==> config.mk <==
export PLATFORM = sky130hd
export DESIGN_NAME = gcd_dp
export DESIGN_NICKNAME = d
export VERILOG_FILES = /design/src/rtl/gcd_dp_pkg.sv /design/src/rtl/gcd_dp_reg.sv /design/src/rtl/gcd_dp_alu.sv /design/src/rtl/gcd_dp_xmux.sv /design/src/rtl/gcd_dp.sv
export SDC_FILE = /design/constraint.sdc
export NUM_CORES = 1
export LEC_CHECK = 0
export ABC_AREA = 1
export CAP_MARGIN = 20
export CORE_MARGIN = 5
export CORE_UTILIZATION = 50
export CTS_CLUSTER_SIZE = 25
export DETAILED_ROUTE_END_ITERATION = 7
export PLACE_DENSITY = 0.88
export SLEW_MARGIN = 0
export SYNTH_ARGS = -nofsm -noshare
export SYNTH_HDL_FRONTEND = slang
export SYNTH_SLANG_ARGS = --single-unit
==> constraint.sdc <==
create_clock -name clk -period 2.1 [get_ports clk]
set_input_delay 0.21 -clock clk [delete_from_list [all_inputs] [get_ports clk]]
set_output_delay 0.21 -clock clk [all_outputs]
set_load 0.03 [all_outputs]
==> src/rtl/gcd_dp_pkg.sv <==
// Package: shared select encodings for the GCD datapath.
// Assumes the controller drives these exact codes on the select inputs.
package gcd_dp_pkg;
    typedef enum logic [1:0] {
        XSRC_OPND = 2'd0,
        XSRC_Y    = 2'd1,
        XSRC_DIFF = 2'd2,
        XSRC_KEEP = 2'd3
    } x_src_e;

    typedef enum logic {
        YSRC_OPND = 1'b0,
        YSRC_X    = 1'b1
    } y_src_e;
endpackage

==> src/rtl/gcd_dp_reg.sv <==
// Module: enable-gated working register with synchronous active-low clear.
// Assumes a single rising-edge clock domain.
module gcd_dp_reg #(
    parameter int WIDTH = 16
) (
    input  logic             clk,
    input  logic             rst_n,
    input  logic             en,
    input  logic [WIDTH-1:0] d,
    output logic [WIDTH-1:0] q
);
    // Capture d on an enabled edge, clear on reset, else hold.
    always_ff @(posedge clk) begin
        if (!rst_n)
            q <= '0;
        else if (en)
            q <= d;
    end
endmodule

==> src/rtl/gcd_dp_alu.sv <==
// Module: difference and status flags for the GCD datapath.
// Assumes unsigned operands; the difference wraps modulo 2^WIDTH.
module gcd_dp_alu #(
    parameter int WIDTH = 16
) (
    input  logic [WIDTH-1:0] x_val,
    input  logic [WIDTH-1:0] y_val,
    output logic [WIDTH-1:0] diff,
    output logic             lt,
    output logic             zero
);
    // Pure combinational arithmetic and comparison.
    always_comb begin
        diff = x_val - y_val;
        lt   = (x_val < y_val);
        zero = (y_val == '0);
    end
endmodule

==> src/rtl/gcd_dp_xmux.sv <==
// Module: source selector for the X register.
// Assumes the unused code keeps the current X so no undefined value loads.
module gcd_dp_xmux
    import gcd_dp_pkg::*;
#(
    parameter int WIDTH = 16
) (
    input  x_src_e           sel,
    input  logic [WIDTH-1:0] opnd,
    input  logic [WIDTH-1:0] y_val,
    input  logic [WIDTH-1:0] diff,
    input  logic [WIDTH-1:0] cur,
    output logic [WIDTH-1:0] nxt
);
    // Pick the next X from one of four sources.
    always_comb begin
        case (sel)
            XSRC_OPND: nxt = opnd;
            XSRC_Y:    nxt = y_val;
            XSRC_DIFF: nxt = diff;
            default:   nxt = cur;
        endcase
    end
endmodule

==> src/rtl/gcd_dp.sv <==
// Module: iterative GCD datapath top. It holds X and Y, their muxes and the ALU.
// Assumes an external controller drives selects and enables every cycle.
module gcd_dp
    import gcd_dp_pkg::*;
#(
    parameter int WIDTH = 16
) (
    input  logic             clk,
    input  logic             rst_n,
    input  logic [WIDTH-1:0] opnd_x,
    input  logic [WIDTH-1:0] opnd_y,
    input  logic [1:0]       x_sel,
    input  logic             x_en,
    input  logic             y_sel,
    input  logic             y_en,
    output logic             x_lt_y,
    output logic             y_zero,
    output logic [WIDTH-1:0] result
);
    logic [WIDTH-1:0] x_q, y_q, x_d, y_d, diff;
    x_src_e           x_src;
    y_src_e           y_src;

    // Map the raw select ports onto the shared encodings.
    always_comb begin
        x_src = x_src_e'(x_sel);
        y_src = y_src_e'(y_sel);
    end

    gcd_dp_alu #(.WIDTH(WIDTH)) u_alu (
        .x_val(x_q), .y_val(y_q), .diff(diff), .lt(x_lt_y), .zero(y_zero)
    );

    gcd_dp_xmux #(.WIDTH(WIDTH)) u_xmux (
        .sel(x_src), .opnd(opnd_x), .y_val(y_q), .diff(diff), .cur(x_q), .nxt(x_d)
    );

    // Two-way source selector for Y.
    always_comb begin
        y_d = (y_src == YSRC_X) ? x_q : opnd_y;
    end

    gcd_dp_reg #(.WIDTH(WIDTH)) u_xreg (
        .clk(clk), .rst_n(rst_n), .en(x_en), .d(x_d), .q(x_q)
    );

    gcd_dp_reg #(.WIDTH(WIDTH)) u_yreg (
        .clk(clk), .rst_n(rst_n), .en(y_en), .d(y_d), .q(y_q)
    );

    // Result always mirrors the X register.
    always_comb result = x_q;

    AST_RESET_CLEAR: assert property (@(posedge clk) !rst_n |=> (x_q == '0 && y_q == '0));
    AST_LOAD_OPND: assert property (@(posedge clk) disable iff (!rst_n)
        (x_en && y_en && x_sel == 2'd0 && y_sel == 1'b0) |=> (x_q == $past(opnd_x) && y_q == $past(opnd_y)));
    AST_SWAP_REGS: assert property (@(posedge clk) disable iff (!rst_n)
        (x_en && y_en && x_sel == 2'd1 && y_sel == 1'b1) |=> (x_q == $past(y_q) && y_q == $past(x_q)));
    AST_SUB_STEP: assert property (@(posedge clk) disable iff (!rst_n)
        (x_en && !y_en && x_sel == 2'd2) |=> (x_q == WIDTH'($past(x_q) - $past(y_q)) && $stable(y_q)));
    AST_HOLD_Y: assert property (@(posedge clk) disable iff (!rst_n) !y_en |=> $stable(y_q));
    AST_KEEP_X: assert property (@(posedge clk) disable iff (!rst_n) (!x_en || x_sel == 2'd3) |=> $stable(x_q));
    AST_LT_NONZERO: assert property (@(posedge clk) disable iff (!rst_n) x_lt_y |-> !y_zero);
    AST_ZERO_LOAD: assert property (@(posedge clk) disable iff (!rst_n)
        (y_en && y_sel == 1'b0 && opnd_y == '0) |=> y_zero);
endmodule

==> flow_metrics.py <==
metrics = {
    "status": {
        "status": "finished clean",
    },
    "global_routing": {
        "grt_max_degree": 33,
        "antenna_found_initial": 0,
        "overflow": 0,
        "grt_pass1_vias": 3026,
        "grt_usage_pct": 24.6,
        "grt_pass1_wl_um": 14300,
    },
    "sta": {
        "worstMarginPinSlew_ns": 0.555,
        "hold_viol_final": 0,
        "period_needed_ns": 2.10,
        "setup_tns_ns": 0,
        "slew_violations": 0,
        "period_share_pct": 100,
        "fmax_mhz": 476,
        "skew_ns": 0.00796,
        "slew_headroom_pct": 63.0,
        "grt_setup_unrepaired": "yes",
        "final.setup.worst_slack_ns": 0.0000606,
        "setup_violations": 0,
    },
    "cells_and_area": {
        "seq_area_um2": 674,
        "antenna_cells": 0,
        "layout.cells.non_filler": 607,
        "fillers": 395,
        "final_core_utilization_pct": 72.0,
        "areaGrowthSynthToFinish_pct": 42.4,
        "finalNetCount": 594,
        "multi_input_area_um2": 1910,
        "drive_gt1_share_pct": 23.0,
    },
    "floorplan": {
        "core_area_um2": 5410,
        "die_x_um": 83.9,
        "dieArea_um2": 7040,
        "ioPinCount": 57,
        "initial_core_util_pct": 50.6,
        "row_count": 27,
        "die_height_um": 83.9,
    },
    "setup_path": {
        "required_ns": 1.89,
        "cp_max_fo": 6,
        "crit_path_end_kind": "output port",
        "critPathArrivalTime_ns": 1.89,
        "critPathSlowestCell": "dfxtp_2",
        "timing.critical_path.from_type": "flop",
        "critPathMostFrequentCell": "nand2_2",
        "crit_type": "reg2out",
        "max_stage_delay_ns": 0.32,
        "timing.critical_path.cells": "inv_2 -> ha_4 -> nand2_1 -> nand2_1 -> nand2_1 -> nand3_4 -> nand2_2 -> nand2_2 -> nand2_2 -> nand2_2 -> a21oi_2 -> buf_6",
    },
    "detailed_routing": {
        "drcViolationCount": 0,
        "vias": 3503,
        "drt_pre_antenna_iters": 8,
        "wire_per_inst_um": 15.9,
        "routed_wirelength_um": 9630,
        "drtAntennaViolNets": 0,
        "vias_per_cell": 5.77,
        "drt_iter0_drc": 495,
    },
    "clock_tree": {
        "numCtsBuffers": 5,
        "cts_tree": "built",
        "htreeDepth": 2,
        "clk_latency_ns": 0.29,
        "clock-sinks": 32,
        "clkTransAtPathRegs_ns": 0.06,
        "clk_path_buf_depth": 2,
        "hold_buffers": 0,
        "cts-root-buf": "clkbuf_8",
    },
    "power": {
        "finalPower_mw": 2.51,
        "power_density_nw_per_um2": 645,
        "p_leak_nw": 1.88,
        "peakVddDrop_mv": 0.369,
    },
    "synthesis": {
        "seq_area_frac_synth_pct": 23.4,
        "synth_cell_types": 31,
        "syn_nets": 520,
        "synthesis.area_um2": 2730,
        "synth_warnings": 0,
        "ys_ff_latch": 32,
        "syn_inst": 460,
        "avgSynthCellArea_um2": 5.94,
    },
    "placed_design": {
        "gp_congestion": 0.962,
        "io_buffers": 56,
        "hpwl_um": 6560,
        "dp.cells": 581,
        "dp_slack_ns": 0.120,
    },
    "min_path": {
        "hp-class": "reg2reg",
    },
    "job": {
        "drv_cap": 0,
    },
}
==> state kept, by name (all words and copies together), names as in the netlist <==
signal / flops
u_xreg.q: 16
u_yreg.q: 16
==> kinds of logic after synthesis <==
family / Yosys count / share of synthesized area [%]
xor+xnor: 2 / 0.641
flops: 32 / 23.4
fa+ha+maj: 21 / 9.89
compound gates: 78 / 16.6
buf+inv: 104 / 15.4
simple gates: 223 / 34.0
==> repair_timing <==
item	4_1_cts	5_1_grt
buffers inserted	1	17
endpoints found under the setup margin	2	1
resized for setup	22	65
pin swaps	1	23
==> stage by stage <==
stage          hold WS (ns)  area [um^2]
3_5_place_dp          0.479         3360
2_1_floorplan         0.390         2740
3_3_place_gp          0.467         3360
6_report              0.489         3890
5_1_grt               0.523         3890
4_1_cts               0.499         3610
==> power breakdown <==
part / internal, mW / switching [mW]
Sequential: 0.659 / 0.0650
Clock: 0.351 / 0.249
Combinational: 0.501 / 0.684
Total: 1.51 / 0.998
==> layout make-up <==
type | instances | share of cell area, %
multi-input combinational | 324 | 49.2
timing repair buffer | 83 | 19.6
sequential | 32 | 17.3
inverter | 88 | 8.68
tap | 72 | 2.32
clock buffer | 5 | 1.77
clock inverter | 3 | 1.09
==> worst max-delay path: cells and delay by family (launching register included) <==
kind	cells	cell delay, ns
AO/OA/AOI/OAI	1	0.14
adder cells (fa/ha/maj)	1	0.23
buffers and inverters	2	0.24
flip-flops	1	0.32
AND/OR/NAND/NOR	8	0.66
==> layer usage <==
metal / global-route usage [%] / vias to the layer above / share of wire [%]
met3: 3.65 / 53 / 8.8
met5: 0 / - / 0
li1: - / 1606 / -
met4: 8.19 / 0 / 4.6
met2: 40.0 / 232 / 46
met1: 33.3 / 1612 / 41
==> final timing paths <==
| path | from | cells after the start | slack [ns] | end |
|---|---|---|---|---|
| max | u_yreg.q[3] | 12 | 0.00006 | x_lt_y |
| min | u_yreg.q[2] | 2 | 0.49 | u_yreg.q[2] |
| max reg2reg | u_xreg.q[0] | 14 | 0.06 | u_xreg.q[12] |
| min reg2reg | u_yreg.q[2] | 2 | 0.49 | u_yreg.q[2] |
==> synth_stat cells <==
| library cell | n | share of area [%] |
|---|---|---|
| a21o_1 | 1 | 0.27 |
| a21oi_1 | 39 | 7.1 |
| a21oi_2 | 3 | 0.96 |
| a221oi_1 | 2 | 0.64 |
| buf_1 | 3 | 0.41 |
| buf_2 | 5 | 0.92 |
| buf_4 | 2 | 0.55 |
| buf_6 | 1 | 0.41 |
| clkbuf_1 | 4 | 0.55 |
| clkbuf_8 | 1 | 0.50 |
| dfxtp_1 | 32 | 23 |
| fa_1 | 1 | 0.73 |
| ha_1 | 20 | 9.2 |
| inv_1 | 86 | 12 |
| inv_2 | 2 | 0.27 |
| nand2_1 | 140 | 19 |
| nand2_2 | 5 | 1.1 |
| nand3_1 | 31 | 5.7 |
| nand3_2 | 2 | 0.73 |
| nand3b_1 | 2 | 0.55 |
| nand4_1 | 5 | 1.1 |
| nor2_1 | 33 | 4.5 |
| nor3_1 | 3 | 0.55 |
| nor4_1 | 1 | 0.23 |
| o211ai_1 | 15 | 4.1 |
| o21ai_0 | 13 | 2.4 |
| o21ai_1 | 2 | 0.37 |
| o22ai_1 | 3 | 0.69 |
| or2_2 | 1 | 0.23 |
| xnor2_1 | 1 | 0.32 |
| xor2_1 | 1 | 0.32 |
==> cells in the final DEF (no fill, tap or decap), drive strengths merged <==
cell type	n
nand3	33
inv	88
xnor2	1
buf	28
clkbuf	5
xor2	1
a221oi	2
clkinvlp	1
or2	1
a21o	1
nand4	5
nor4	1
bufinv	1
clkdlybuf4s50	54
o22ai	3
dlygate4sd2	1
fa	1
ha	20
o21ai	15
o211ai	15
a21oi	42
clkinv	1
nand3b	2
dfxtp	32
nand2	145
nor3	3
nor2	33
No activity file was read; power rests on OpenSTA's default activity.
